**src/rtl/sync_mode_fsm.sv**
```systemverilog
module sync_mode_fsm #(
  parameter int TIE_CYCLES = 4
) (
  input  logic       clk,
  input  logic       rst_n,
  input  logic [1:0] mode_sel,
  input  logic       ref_sel,
  input  logic       hold_recover,
  input  logic       offset_hold,
  input  logic       ref_fail,
  output logic [1:0] mode_ind,
  output logic       holdover,
  output logic       ref_idx,
  output logic       offs_meas,
  output logic       offs_keep,
  output logic       offs_clear
);

  localparam int CW = (TIE_CYCLES > 1) ? $clog2(TIE_CYCLES) : 1;
  localparam logic [CW-1:0] LAST = CW'(TIE_CYCLES - 1);

  typedef enum logic [1:0] {
    S_NORM = 2'b00,
    S_HOLD = 2'b01,
    S_FREE = 2'b10,
    S_TIE  = 2'b11
  } st_t;

  st_t st, nxt;
  logic [CW-1:0] cnt, nxt_cnt;
  logic clr_q, snap, sw, recov;

  assign sw    = ref_sel != ref_idx;
  assign recov = hold_recover && offset_hold;

  always_comb begin
    nxt     = st;
    nxt_cnt = '0;
    snap    = 1'b0;
    if (mode_sel[1]) nxt = S_FREE;
    else if (mode_sel[0]) nxt = S_HOLD;
    else begin
      case (st)
        S_FREE, S_HOLD:
          if (!ref_fail) begin
            if (recov) nxt = S_TIE;
            else begin
              nxt  = S_NORM;
              snap = 1'b1;
            end
          end
        S_NORM:
          if (ref_fail) nxt = S_HOLD;
          else if (sw) begin
            if (offset_hold) nxt = S_TIE;
            else snap = 1'b1;
          end
        S_TIE:
          if (ref_fail) nxt = S_HOLD;
          else if (sw) nxt_cnt = '0;
          else if (cnt == LAST) nxt = S_NORM;
          else nxt_cnt = cnt + 1'b1;
        default: nxt = S_FREE;
      endcase
    end
  end

  always_ff @(posedge clk or negedge rst_n) begin
    if (!rst_n) begin
      st      <= S_FREE;
      cnt     <= '0;
      ref_idx <= 1'b0;
      clr_q   <= 1'b0;
    end else begin
      st      <= nxt;
      cnt     <= nxt_cnt;
      ref_idx <= ref_sel;
      clr_q   <= (nxt == S_NORM) && (snap || !offset_hold);
    end
  end

  assign mode_ind   = st;
  assign holdover   = st == S_HOLD;
  assign offs_meas  = (st == S_TIE) && (cnt == '0);
  assign offs_keep  = (st == S_NORM) && !clr_q;
  assign offs_clear = clr_q;

  AST_FORCE_FREE: assert property (@(posedge clk) disable iff (!rst_n)
    mode_sel[1] |=> mode_ind == 2'b10);
  AST_FORCE_HOLD: assert property (@(posedge clk) disable iff (!rst_n)
    mode_sel == 2'b01 |=> holdover);
  AST_FAIL_TO_HOLD: assert property (@(posedge clk) disable iff (!rst_n)
    (mode_sel == 2'b00 && mode_ind == 2'b00 && ref_fail) |=> holdover);
  AST_FREE_WAIT: assert property (@(posedge clk) disable iff (!rst_n)
    (mode_sel == 2'b00 && mode_ind == 2'b10 && ref_fail) |=> mode_ind == 2'b10);
  AST_SNAP_CLEAR: assert property (@(posedge clk) disable iff (!rst_n)
    (mode_sel == 2'b00 && holdover && !ref_fail && !hold_recover) |=> (mode_ind == 2'b00 && offs_clear && !offs_keep));
  AST_MEAS_PULSE: assert property (@(posedge clk) disable iff (!rst_n)
    (offs_meas && mode_sel == 2'b00 && !ref_fail && ref_sel == ref_idx) |=> !offs_meas);
  AST_REF_FOLLOW: assert property (@(posedge clk) disable iff (!rst_n)
    1'b1 |=> ref_idx == $past(ref_sel));

endmodule

```
**config.mk**
```make
export PLATFORM = sky130hd
export DESIGN_NAME = sync_mode_fsm
export DESIGN_NICKNAME = d
export VERILOG_FILES = /design/src/rtl/sync_mode_fsm.sv
export SDC_FILE = /design/constraint.sdc
export NUM_CORES = 1
export LEC_CHECK = 0
export BUFFER_PORTS_ARGS = -buffer_cell sky130_fd_sc_hd__buf_2
export CORE_MARGIN = 3
export CORE_UTILIZATION = 30
export CTS_BUF_LIST = sky130_fd_sc_hd__clkbuf_4
export CTS_CLUSTER_DIAMETER = 120
export DETAILED_ROUTE_END_ITERATION = 7
export GPL_ROUTABILITY_DRIVEN = 0
export GPL_TIMING_DRIVEN = 1
export SYNTH_ARGS = -nofsm -noshare
export SYNTH_HDL_FRONTEND = slang
export SYNTH_SLANG_ARGS = --single-unit
```
**constraint.sdc**
```tcl
create_clock -name clk -period 2.9 [get_ports clk]
set_input_delay 0.145 -clock clk [delete_from_list [all_inputs] [get_ports clk]]
set_output_delay 0.145 -clock clk [all_outputs]
set_load 0.01 [all_outputs]
```
; After elaboration in Yosys (flattened, before gate mapping)
; Cells that the tools add are included.
[word_totals]
ff_bits = 6
elab_cells = 46
[op_classes]
addsub = 1
n_eq_ne = 5
n_mux = 25
n_reduce_logical = 11
[ops]
columns = op, n
row1 = $mux 2, 16
row2 = $mux 1, 7
row3 = $eq 2x2->1 const B, 3
row4 = $logic_not 2->1, 3
row5 = $pmux 2 s3, 1
row6 = $logic_and 1x1->1, 4
row7 = $add 2x1->2 const B, 1
row8 = $eq 2x1->1 const B, 1
row9 = $logic_not 1->1, 2
row10 = $pmux 1 s2, 1
row11 = $reduce_or 2->1, 1
row12 = $logic_or 1x1->1, 1
row13 = $ne 1x1->1, 1

; Logic depth before layout (Yosys ltp)
[depth]
depth_word = 9
mapped_depth = 6
ltp_nobuf = 6

; Worst setup path after synthesis
; Ideal clock, no wire load.
[synth_timing]
kind = reg2reg
startpoint = register st[1], in the netlist mode_ind[1]
endpoint = register clr_q, in the netlist offs_clear
setup_time_ns = 0.068
arrival_time_ns = 1.456
setup_slack_ns = 1.376
stages_incl_launch_ff = 7
n_path_buf = 0
period_less_slack_ns = 1.524
path_cell_list = dfstp_2 > inv_1 > ha_1 > nor2b_1 > o21ai_2 > a41oi_2 > and4_1
[synth_via]
elab_chain_len = 8
elab_cells_between_ends = 21
cone_classes = 3 x eq/ne / 13 x mux / 5 x reduce/logical
[synth_lines]
columns = element, line
row1 = start: declaration, 29  ; st_t st, nxt;
row2 = start signal: assignment, 75  ; st <= nxt;
row3 = $mux 2 (on tied branches), "61, 55"
row4 = $mux 2 (on tied branches), "60, 54"
row5 = $mux 2 (on tied branches), "59, 53"
row6 = $pmux 2 s3, 43  ; case (st)
row7 = $mux 2, 41  ; else if (mode_sel[0]) nxt = S_HOLD;
row8 = $mux 2, 40  ; if (mode_sel[1]) nxt = S_FREE;
row9 = $logic_not 2->1, 78  ; clr_q <= (nxt == S_NORM) && (snap || !offset_hold);
row10 = $logic_and 1x1->1 (*), 78
row11 = end signal: assignment, 78
row12 = end: declaration, 31  ; logic clr_q, snap, sw, recov;
; Every way passes the cells marked *; elsewhere a longest branch is shown, timed or not.

; Final worst setup path
; Ends and elaborated chain as after synthesis.

==> metrics <==
status=complete, no violations; sinks on the clock net=6; Post-Layout Cell Count=77; Total Power=0.262 mW; Slew HR=0.842; Crit. End Element=flip-flop; Yosys top cell by area=dfrtp_1; Mean Syn Cell Area=9.36 sq um; num ports=15; max-cap violations=0; R2R Setup Slk=1.27 ns; first drt pass iteration count=4; reg2reg path depth=6; diodes inserted=0; pins over their slew limit=0; DRC Markers=0; worst vdd ir=240 uV; Clock transition at path regs=0.05 ns; CTS-repair resized insts=0; Max Root-Sink Buffers=2; row cnt=12; first-pass GRT wire length=1.54 mm; # setup viols final=0; hold endpoint=ref_idx$_DFF_PN0_; leak pwr=0.280 nW; drt via density=5.00; GRT overflow=0; most common cell after layout, fill and taps aside=buf_2; Root Driver=clkbuf_4; Die Ht=43.0 um; critical-path cell list=inv_1 > ha_1 > nor2b_1 > a31oi_1 > o21ai_1 > and4_1; syn nets=57; TNS Setup=0 ns; chip width=43.0 um; CP max stage delay=0.55 ns; hold wc startpoint=ref_sel; Worst-Skew Late Latency=0.25 ns; YS warnings=0; Final HPWL DP=723 um; Port-buffer cells=14; Inserted Clock Buffers=3; Fin Clk Skew=0.00216 ns; nets=77; WL met1=432 um; Post-DRT Antenna Nets=0; crit-path max FO=5; met2 routed WL=390 um; First DRT Iteration DRCs=11; final hold viol count=0; Fmax=612 MHz; Worst path slowest cell=dfstp_2; Worst EP required=3.08 ns; post-synthesis sequential area ratio=0.368; final wirelength=898 um; area share of the largest cell type after synthesis=0.304; pre-CTS WS=1.29 ns; R2R Path Start=mode_ind[1]$_DFF_PN1_; RSZ-0062 raised after global routing=false; vias in the first global route=379; H-tree depth=1; Hold Path Class=primary input to flip-flop; TritonCTS clock tree=built; detailed-route via count=385; largest net degree at the start of global routing=7; Post-Place Cells=72; fin crit period=1.63 ns; Crit Path Category=flip-flop to flip-flop; leading post-synthesis cells by cell area=dfrtp_1 (30%), ha_1 (15%), inv_1 (7.3%); Final Core Density=0.449; synthesized flop and latch total=6; worst slew pin tran=0.234 ns; share of layout cells above drive strength 1=0.349; All-Layer GR Usage=0.110; Post-Synthesis Cells=44; DR top layer=met4; Die Area=1850 sq um; post-DR wirelength/cell=11.7 um; CP startpoint kind=flip-flop; Met3 Routed Length=61 um; WP data arrival=1.82 ns; Cell Pwr Density=485 nW/um^2; initial antenna violation count=0; Initial Utilization=0.343; fin worst setup slack=1.27 ns; cell area after synthesis=412 sq um; WHS Path Cells=1; Netlist cell types=23; worst r2r dst=offs_clear$_DFF_PN0_; commonest non-fill, non-tap cells in the layout=buf_2 (14), inv_1 (8), ha_1 (5), dfrtp_1 (5), clkbuf_4 (4); fin crit share=0.564; P&R area growth vs syn=31.0%; core area=1200 sq um
==> report_power, final <==
| group | total, mW | switching (mW) | internal (mW) |
|---|---|---|---|
| clock | 0.0957 | 0.0340 | 0.0617 |
| combinational | 0.0708 | 0.0405 | 0.0302 |
| sequential | 0.0952 | 0.00532 | 0.0899 |
==> through the flow <==
stage	cell area [sq um]	hold slack (ns)
4_1_cts	539	0.0333
2_1_floorplan	412	-0.151
5_1_grt	539	0.0277
3_5_place_dp	499	-0.0189
6_report	539	0.0424
3_3_place_gp	499	-0.0224
==> Yosys cell counts <==
cell type / count
o21ai_1: 1
xnor2_2: 1
o21ai_2: 1
and4_1: 1
nand4_1: 1
nor3_1: 1
nand2_1: 3
nor2b_1: 2
o21bai_1: 1
a31oi_1: 1
o21ai_0: 2
a21oi_1: 2
inv_1: 8
o41ai_1: 1
o211ai_1: 1
ha_1: 5
dfrtp_1: 5
a41oi_2: 1
dfstp_2: 1
nor2_1: 2
and2_1: 1
o22ai_1: 1
nand3b_1: 1
==> state kept, by name, indices dropped and copies added (netlist names) <==
register	count
offs_clear	1
ref_idx	1
mode_ind	2
cnt	2
==> cell type report <==
| type | instances | area, sq um |
|---|---|---|
| well taps | 14 | 17.5 |
| multi-input cells | 30 | 230 |
| repair buffers | 15 | 80.1 |
| clock buffers | 4 | 30.0 |
| inverters | 8 | 30.0 |
| fillers | 118 | 662 |
| flip-flops and latches | 6 | 151 |
==> how the worst max path moves through the flow <==
| stage | startpoint | endpoint | slack (ns) | depth (start not counted) |
|---|---|---|---|---|
| 5_1_grt | mode_ind[1]$_DFF_PN1_ | offs_clear$_DFF_PN0_ | 1.08 | 6 |
| 6_report | mode_ind[1]$_DFF_PN1_ | offs_clear$_DFF_PN0_ | 1.27 | 6 |
| 2_1_floorplan | mode_ind[1]$_DFF_PN1_ | offs_clear$_DFF_PN0_ | 1.38 | 6 |
| 3_3_place_gp | mode_ind[1]$_DFF_PN1_ | offs_clear$_DFF_PN0_ | 1.31 | 6 |
| 3_5_place_dp | mode_ind[1]$_DFF_PN1_ | offs_clear$_DFF_PN0_ | 1.29 | 6 |
| 4_1_cts | mode_ind[1]$_DFF_PN1_ | offs_clear$_DFF_PN0_ | 1.27 | 6 |
==> critical path: cells and delay by family (launching register included) <==
kind	cells	cell delay, ns
AO/OA/AOI/OAI	2	0.30
adder cells (fa/ha/maj)	1	0.23
buffers and inverters	1	0.09
flip-flops	1	0.55
AND/OR/NAND/NOR	2	0.39
==> cell families after synthesis <==
group                    after synthesis  share of synthesized area
adder cells (fa/ha/maj)                5                      0.152
XOR/XNOR                               1                     0.0395
flip-flops                             6                      0.368
buffers and inverters                  8                     0.0730
AND/OR/NAND/NOR                       12                      0.158
AO/OA/AOI/OAI                         12                      0.210
==> what timing repair did <==
item	in CTS	in global routing
buffers inserted	0	0
endpoints found under the hold margin	6	0
hold buffers	1	0
==> per-layer routing <==
metal,vias to the layer above,global-route usage
met5,-,0
met1,172,0.141
li1,195,-
met2,16,0.162
met3,2,0.0297
met4,0,0.0663
Power figures use the tool's default switching activity.
